### config.mk
export PLATFORM = sky130hd
export DESIGN_NAME = biphase_line_enc
export DESIGN_NICKNAME = d
export VERILOG_FILES = /design/src/rtl/biphase_enc_pkg.sv /design/src/rtl/biphase_phase_ctrl.sv /design/src/rtl/biphase_level_gen.sv /design/src/rtl/biphase_line_enc.sv
export SDC_FILE = /design/constraint.sdc
export NUM_CORES = 1
export LEC_CHECK = 0
export ABC_AREA = 0
export CAP_MARGIN = 20
export CORE_AREA = 2 2 39 41
export DETAILED_ROUTE_END_ITERATION = 7
export DIE_AREA = 0 0 41 43
export HOLD_SLACK_MARGIN = 0.1
export SKIP_CTS_REPAIR_TIMING = 1
export SYNTH_ARGS = -nofsm -noshare
export SYNTH_HDL_FRONTEND = slang
export SYNTH_HIERARCHICAL = 1
export SYNTH_SLANG_ARGS = --single-unit
### constraint.sdc
create_clock -name clk -period 3.1 [get_ports clk]
set_clock_uncertainty 0.05 [all_clocks]
set_input_delay 0.31 -clock clk [delete_from_list [all_inputs] [get_ports clk]]
set_output_delay 0.31 -clock clk [all_outputs]
set_load 0.005 [all_outputs]
### src/rtl/biphase_enc_pkg.sv
package biphase_enc_pkg;

    typedef enum logic {
        CODE_FM0 = 1'b0,
        CODE_MAN = 1'b1
    } code_sel_e;

    typedef struct packed {
        code_sel_e code;
        logic      bit_val;
        logic      held_lvl;
        logic      line;
    } enc_regs_t;

endpackage

### src/rtl/biphase_phase_ctrl.sv
module biphase_phase_ctrl (
    input  logic clk,
    input  logic rst_n,
    input  logic in_valid,
    output logic ready,
    output logic accept,
    output logic second_half
);
    logic phase_d, phase_q;

    assign ready       = ~phase_q;
    assign accept      = in_valid & ~phase_q;
    assign second_half = phase_q;

    always_comb begin
        phase_d = phase_q;
        if (accept) begin
            phase_d = 1'b1;
        end else if (phase_q) begin
            phase_d = 1'b0;
        end
    end

    always_ff @(posedge clk) begin
        if (!rst_n) phase_q <= 1'b0;
        else        phase_q <= phase_d;
    end

    // after an acceptance, the block is busy for exactly one cycle
    assert_busy_after_accept_R7: assert property (@(posedge clk) disable iff (!rst_n)
        accept |=> (!ready ##1 ready));
endmodule

### src/rtl/biphase_level_gen.sv
module biphase_level_gen
    import biphase_enc_pkg::*;
(
    input  code_sel_e code,
    input  logic      bit_val,
    input  logic      prev_lvl,
    output logic      first_lvl,
    output logic      second_lvl
);
    logic prev_eff;
    logic xor_path;

    always_comb begin
        prev_eff   = (code == CODE_MAN) ? 1'b0 : prev_lvl;
        xor_path   = bit_val ^ prev_eff;
        first_lvl  = (code == CODE_MAN) ? bit_val : ~prev_eff;
        second_lvl = xor_path ^ (code == CODE_MAN);
    end
endmodule

### src/rtl/biphase_line_enc.sv
module biphase_line_enc
    import biphase_enc_pkg::*;
(
    input  logic clk,
    input  logic rst_n,
    input  logic in_valid,
    input  logic in_data,
    input  logic enc_mode,
    output logic in_ready,
    output logic line_out
);
    enc_regs_t regs_d, regs_q;
    logic      accept, second_half;
    code_sel_e gen_code;
    logic      gen_bit, gen_prev, gen_first, gen_second;

    biphase_phase_ctrl u_phase (
        .clk         (clk),
        .rst_n       (rst_n),
        .in_valid    (in_valid),
        .ready       (in_ready),
        .accept      (accept),
        .second_half (second_half)
    );

    // One shared generator: fed by the incoming bit at a boundary,
    // and by the stored bit during the second half
    always_comb begin
        gen_code = second_half ? regs_q.code : code_sel_e'(enc_mode);
        gen_bit  = second_half ? regs_q.bit_val : in_data;
        gen_prev = regs_q.held_lvl;
        if (!second_half && (code_sel_e'(enc_mode) != regs_q.code)) begin
            gen_prev = 1'b0;
        end
    end

    biphase_level_gen u_gen (
        .code       (gen_code),
        .bit_val    (gen_bit),
        .prev_lvl   (gen_prev),
        .first_lvl  (gen_first),
        .second_lvl (gen_second)
    );

    always_comb begin
        regs_d = regs_q;
        if (accept) begin
            regs_d.code    = code_sel_e'(enc_mode);
            regs_d.bit_val = in_data;
            regs_d.line    = gen_first;
            if (code_sel_e'(enc_mode) != regs_q.code) regs_d.held_lvl = 1'b0;
        end else if (second_half) begin
            regs_d.line     = gen_second;
            regs_d.held_lvl = (regs_q.code == CODE_MAN) ? 1'b0 : gen_second;
        end
    end

    always_ff @(posedge clk) begin
        if (!rst_n) begin
            regs_q <= '{code: CODE_FM0, bit_val: 1'b0, held_lvl: 1'b0, line: 1'b0};
        end else begin
            regs_q <= regs_d;
        end
    end

    assign line_out = regs_q.line;

    // Manchester always inverts at mid-bit
    assert_man_mid_flip_R3: assert property (@(posedge clk) disable iff (!rst_n)
        (second_half && regs_q.code == CODE_MAN) |=> (line_out != $past(line_out)));
    // each accepted FM0 bit inverts the line at its start
    assert_fm0_edge_flip_R4: assert property (@(posedge clk) disable iff (!rst_n)
        (accept && !enc_mode && !regs_q.code && !second_half) |=> (line_out != $past(line_out)));
    // an FM0 one keeps its level through the bit
    assert_fm0_one_hold_R5: assert property (@(posedge clk) disable iff (!rst_n)
        (second_half && regs_q.code == CODE_FM0 && regs_q.bit_val) |=> $stable(line_out));
    // Manchester leaves the stored level cleared
    assert_man_clears_level_R6: assert property (@(posedge clk) disable iff (!rst_n)
        (second_half && regs_q.code == CODE_MAN) |=> (regs_q.held_lvl == 1'b0));
    // an idle boundary holds the line and the stored level
    assert_idle_hold_R8: assert property (@(posedge clk) disable iff (!rst_n)
        (in_ready && !in_valid) |=> ($stable(line_out) && $stable(regs_q.held_lvl)));
endmodule

### Word level (Yosys, flattened, before mapping)

Index checks and enable logic that the tools add are counted.

* flip-flop bits (word level): 5
* output and inout port bits: 2

* equality and inequality tests: 2
* muxes and demuxes: 10
* reduce and logical (&&, ||, !) cells: 4
* bitwise logic cells: 5

Operator list (number)
* 1-bit two-way mux: 8
* 2-bit two-way mux: 2
* 2-bit by 1-bit inequality test with 1-bit output, second input constant: 1
* 1-bit inverter: 2
* 2-bit AND reduction: 1
* 2-bit nonzero test: 1
* 1-bit bitwise XOR: 2
* 1-bit bitwise AND: 1
* 1-bit logical AND: 1
* 1-bit logical NOT: 1
* 1-bit inequality test: 1

### Logic depth before layout (Yosys ltp)

* depth in word-level cells: 9
* mapped depth: 7
* gate-level depth less buffers: 7

### Modules after synthesis

The synthesis kept the hierarchy.

Modules (own cells, without submodules)
* biphase_line_enc: area an instance 207.7 µm², cells an instance 22, times used 1
* biphase_phase_ctrl: area an instance 38.8 µm², cells an instance 4, times used 1
* biphase_level_gen: area an instance 23.8 µm², cells an instance 3, times used 1

### Worst setup path after synthesis

No wires, ideal clock.

* path kind: register to register
* start point: register u_phase.phase_q, in the netlist u_phase/second_half
* end point: register regs_q[1]
* clock period less this slack: 1.548 ns
* slack: 1.552 ns
* path buffers: 0
* data arrival time: 1.378 ns
* stages on the path, launching flop included: 7
* cells stage by stage: dfxtp_1 -> mux2_2 -> nor2_2 -> xnor2_1 -> nand2_1 -> nor3_1 -> o31a_1

* elaborated cells on any way between the ends: 16
* classes of those cells: 1 x eq/ne; 7 x mux; 4 x bitwise; 4 x reduce/logical

RTL lines
* start: declaration: RTL line biphase_phase_ctrl.sv:9 `logic phase_d, phase_q;`
* start signal: assignment: RTL line biphase_phase_ctrl.sv:26 `else phase_q <= phase_d;`
* 1-bit two-way mux *: RTL line biphase_line_enc.sv:29 `gen_code = second_half ? regs_q.code : code_sel_e'(enc_mode);`
* via gen_code: RTL line biphase_line_enc.sv:14 `code_sel_e gen_code;`
* 1-bit two-way mux: RTL line biphase_level_gen.sv:14 `prev_eff = (code == CODE_MAN) ? 1'b0 : prev_lvl;`
* 1-bit bitwise XOR: RTL line biphase_level_gen.sv:15 `xor_path = bit_val ^ prev_eff;`
* 1-bit bitwise XOR *: RTL line biphase_level_gen.sv:17 `second_lvl = xor_path ^ (code == CODE_MAN);`
* via gen_second: RTL line biphase_line_enc.sv:15 `logic gen_bit, gen_prev, gen_first, gen_second;`
* 1-bit two-way mux *: RTL line biphase_line_enc.sv:54 `regs_d.held_lvl = (regs_q.code == CODE_MAN) ? 1'b0 : gen_second;`
* 2-bit two-way mux *: RTL line biphase_line_enc.sv:52 `end else if (second_half) begin`
* 2-bit two-way mux *: RTL line biphase_line_enc.sv:47 `if (accept) begin`
* end signal: assignment: RTL line biphase_line_enc.sv:60 `regs_q <= '{code: CODE_FM0, bit_val: 1'b0, held_lvl: 1'b0, line: 1'b0};`
* end signal: assignment: RTL line biphase_line_enc.sv:62 `regs_q <= regs_d;`
* end: declaration: RTL line biphase_line_enc.sv:12 `enc_regs_t regs_d, regs_q;`

The timed path passes the listed nets; every way through them passes the cells marked *. The select of a mux whose other input is x is not followed.
A chain may end at the register's enable or synchronous reset.

### Final worst setup path

Same ends and word-level chain as after synthesis.

==> flow_summary.yaml <==
synth:
  syn_area_um2: 270.3
  synth-async-reset-ratio_pct: 0
  yosys.area.top_type: "dfxtp_1"
  ys.flop_type: "dfxtp_1"
  ys_ff_latch: 5
  syn_area_per_cell_um2: 9.319
  ys_types: 19
  yosysSeqAreaShare_pct: 37.04
  synth_top_area_share_pct: 37.04
  syn-num-nets: 34
  yosys_warnings: 6
  syn_inst: 29
  synth_top_cells_by_area: "dfxtp_1, mux2_2, mux2i_1, nor2b_1, xnor2_1"
  synth_edf_count: 0
place:
  post-place-ws_ps: 1221
  place_hpwl_um: 331.3
  dp.cells: 50
  post_dp_cell_area_um2: 346.6
  routabilityCongestion: 0.6766
  io_buffer_count: 6
die:
  fp.dieH_um: 43
  rows: 14
  die_w_um: 41
  die_area_mm2: 0.001763
  ioPinCount: 7
  start_util_pct: 19.53
  core_area_mm2: 0.001384
worst_setup_path:
  r2r-start: "u_phase/second_half"
  start_kind: "register"
  startpoint: "u_phase/second_half"
  r2r_slack_ps: 1410
  cp.arrival_ps: 1770
  critPathKind: "reg2reg"
  end_kind: "register"
  required_ps: 3180
  crit_fanout: 9
cts:
  cts.sinks: 5
  cts-htree-levels: 1
  clk_pin_slew_ps: 40
  cts_tree: "built"
  worstSkewPairLatency_ps: 240
  root_buffer: "clkbuf_4"
  clockBufferDepth: 2
  numCtsBuffers: 3
route:
  postRouteAntennaNets: 0
  drtPass1Iterations: 2
  vias: 217
  wire_per_inst_um: 8.833
  drc: 0
  avgViaCountPerCell: 4.019
  drt_iter0_drc: 3
  wl_um: 477
timing:
  setup_tns_ps: 0
  period_share_pct: 54.48
  maxSlewViolCount: 0
  hold_viol: 0
  max_slew_margin_pct: 66.74
  rsz0062_at_grt: "no"
  min_period_ps: 1689
  fmax_mhz: 592.1
  setup_violations: 0
  fin_ws_ps: 1411
  whs_ps: 450.2
  tightestPinTransition_ps: 497.9
global_route:
  overflow: 0
  grt_usage_pct: 8.141
  grt_max_degree: 10
  antenna_found_initial: 0
  first_global_vias: 204
  grt_pass1_wl_um: 862
hold_path:
  hp-start: "line_out"
  hp-class: "reg2reg"
layout:
  fin_cells: 54
  diodes: 0
  syn2layout_area_growth_pct: 37.96
  layout.nets: 44
  final_layout_size_suffix_gt1_share_pct: 18.42
  stdcell_area_um2: 372.9
run_status:
  status: "completed"
pwr:
  power_leakage_uw: 0.0001455
  ir_worst_vdd_uv: 150.5
  power.density_mw_per_mm2: 478.3
run:
  maxCapViolations: 0
-- stage by stage --
step,total power [uW],utilization (%)
floorplan,91.99,-
global placement,104.8,25.05
detailed placement,104.2,25.05
CTS,183.2,26.94
global route,194.3,26.94
finish,178.3,26.94
-- layer usage --
| layer | wire length, um | share of wire [%] | track usage [%] | vias up |
|---|---|---|---|---|
| met2 | 157 | 33 | 7.813 | 7 |
| met5 | 0 | 0 | 0 | - |
| met1 | 271 | 57 | 10.32 | 87 |
| met4 | 18 | 3.8 | 8.000 | 0 |
| li1 | - | - | - | 121 |
| met3 | 30 | 6.3 | 6.283 | 2 |
-- critical path: stages (launching register included) --
cell and delay, ps:
dfxtp_1 490, mux2_2 390, nor2_2 140, xnor2_1 80, nand2_1 80, nor3_1 50, o31a_1 300
-- cell families (layout without fill, tap and decap cells) --
kind of cell | after synthesis | count (layout) | synth area share [%]
AOI/OAI and AO/OA | 5 | 5 | 13.43
xor gates and xnor gates | 2 | 2 | 6.483
buffers and inverters | 3 | 12 | 4.166
DFF | 5 | 5 | 37.04
muxes | 4 | 4 | 15.74
and+or+nand+nor | 10 | 10 | 23.15
-- synthesized netlist by cell type, types with 2 or more instances --
master,n
dfxtp_1,5
inv_1,2
mux2_2,2
mux2i_1,2
xnor2_1,2
nor2b_1,3
-- power breakdown --
| part | internal, uW | switching (uW) |
|---|---|---|
| clock | 48.6 | 26.4 |
| combinational | 19.2 | 11.3 |
| sequential | 68.8 | 3.99 |
-- layout make-up --
type                            count  area, um^2
Clock buffer                        4       26.28
Fill cell                         158        1011
Inverter                            2       7.507
Multi-Input combinational cell     21       158.9
Sequential cell                     5       100.1
Tap cell                           16       20.02
Timing Repair Buffer                6       60.06
-- state kept, by name, indices dropped and copies added (netlist names) --
register and flops:
regs_q 3, line_out 1, u_phase/second_half 1
-- cells in the final DEF, fill, tap and decap left out, types with 2 or more instances in the layout --
cell type / count
xnor2_1: 2
mux2i_1: 2
clkdlybuf4s50_1: 6
mux2_2: 2
inv_1: 2
nor2b_1: 3
clkbuf_4: 3
dfxtp_1: 5
-- final timing paths --
path,to,depth (start not counted)
worst min register to register,line_out,2
worst min-delay path,line_out,2
worst max-delay path,regs_q[1],6
worst max register to register,regs_q[1],6
Note: power is estimated with default switching activity, not from simulation.
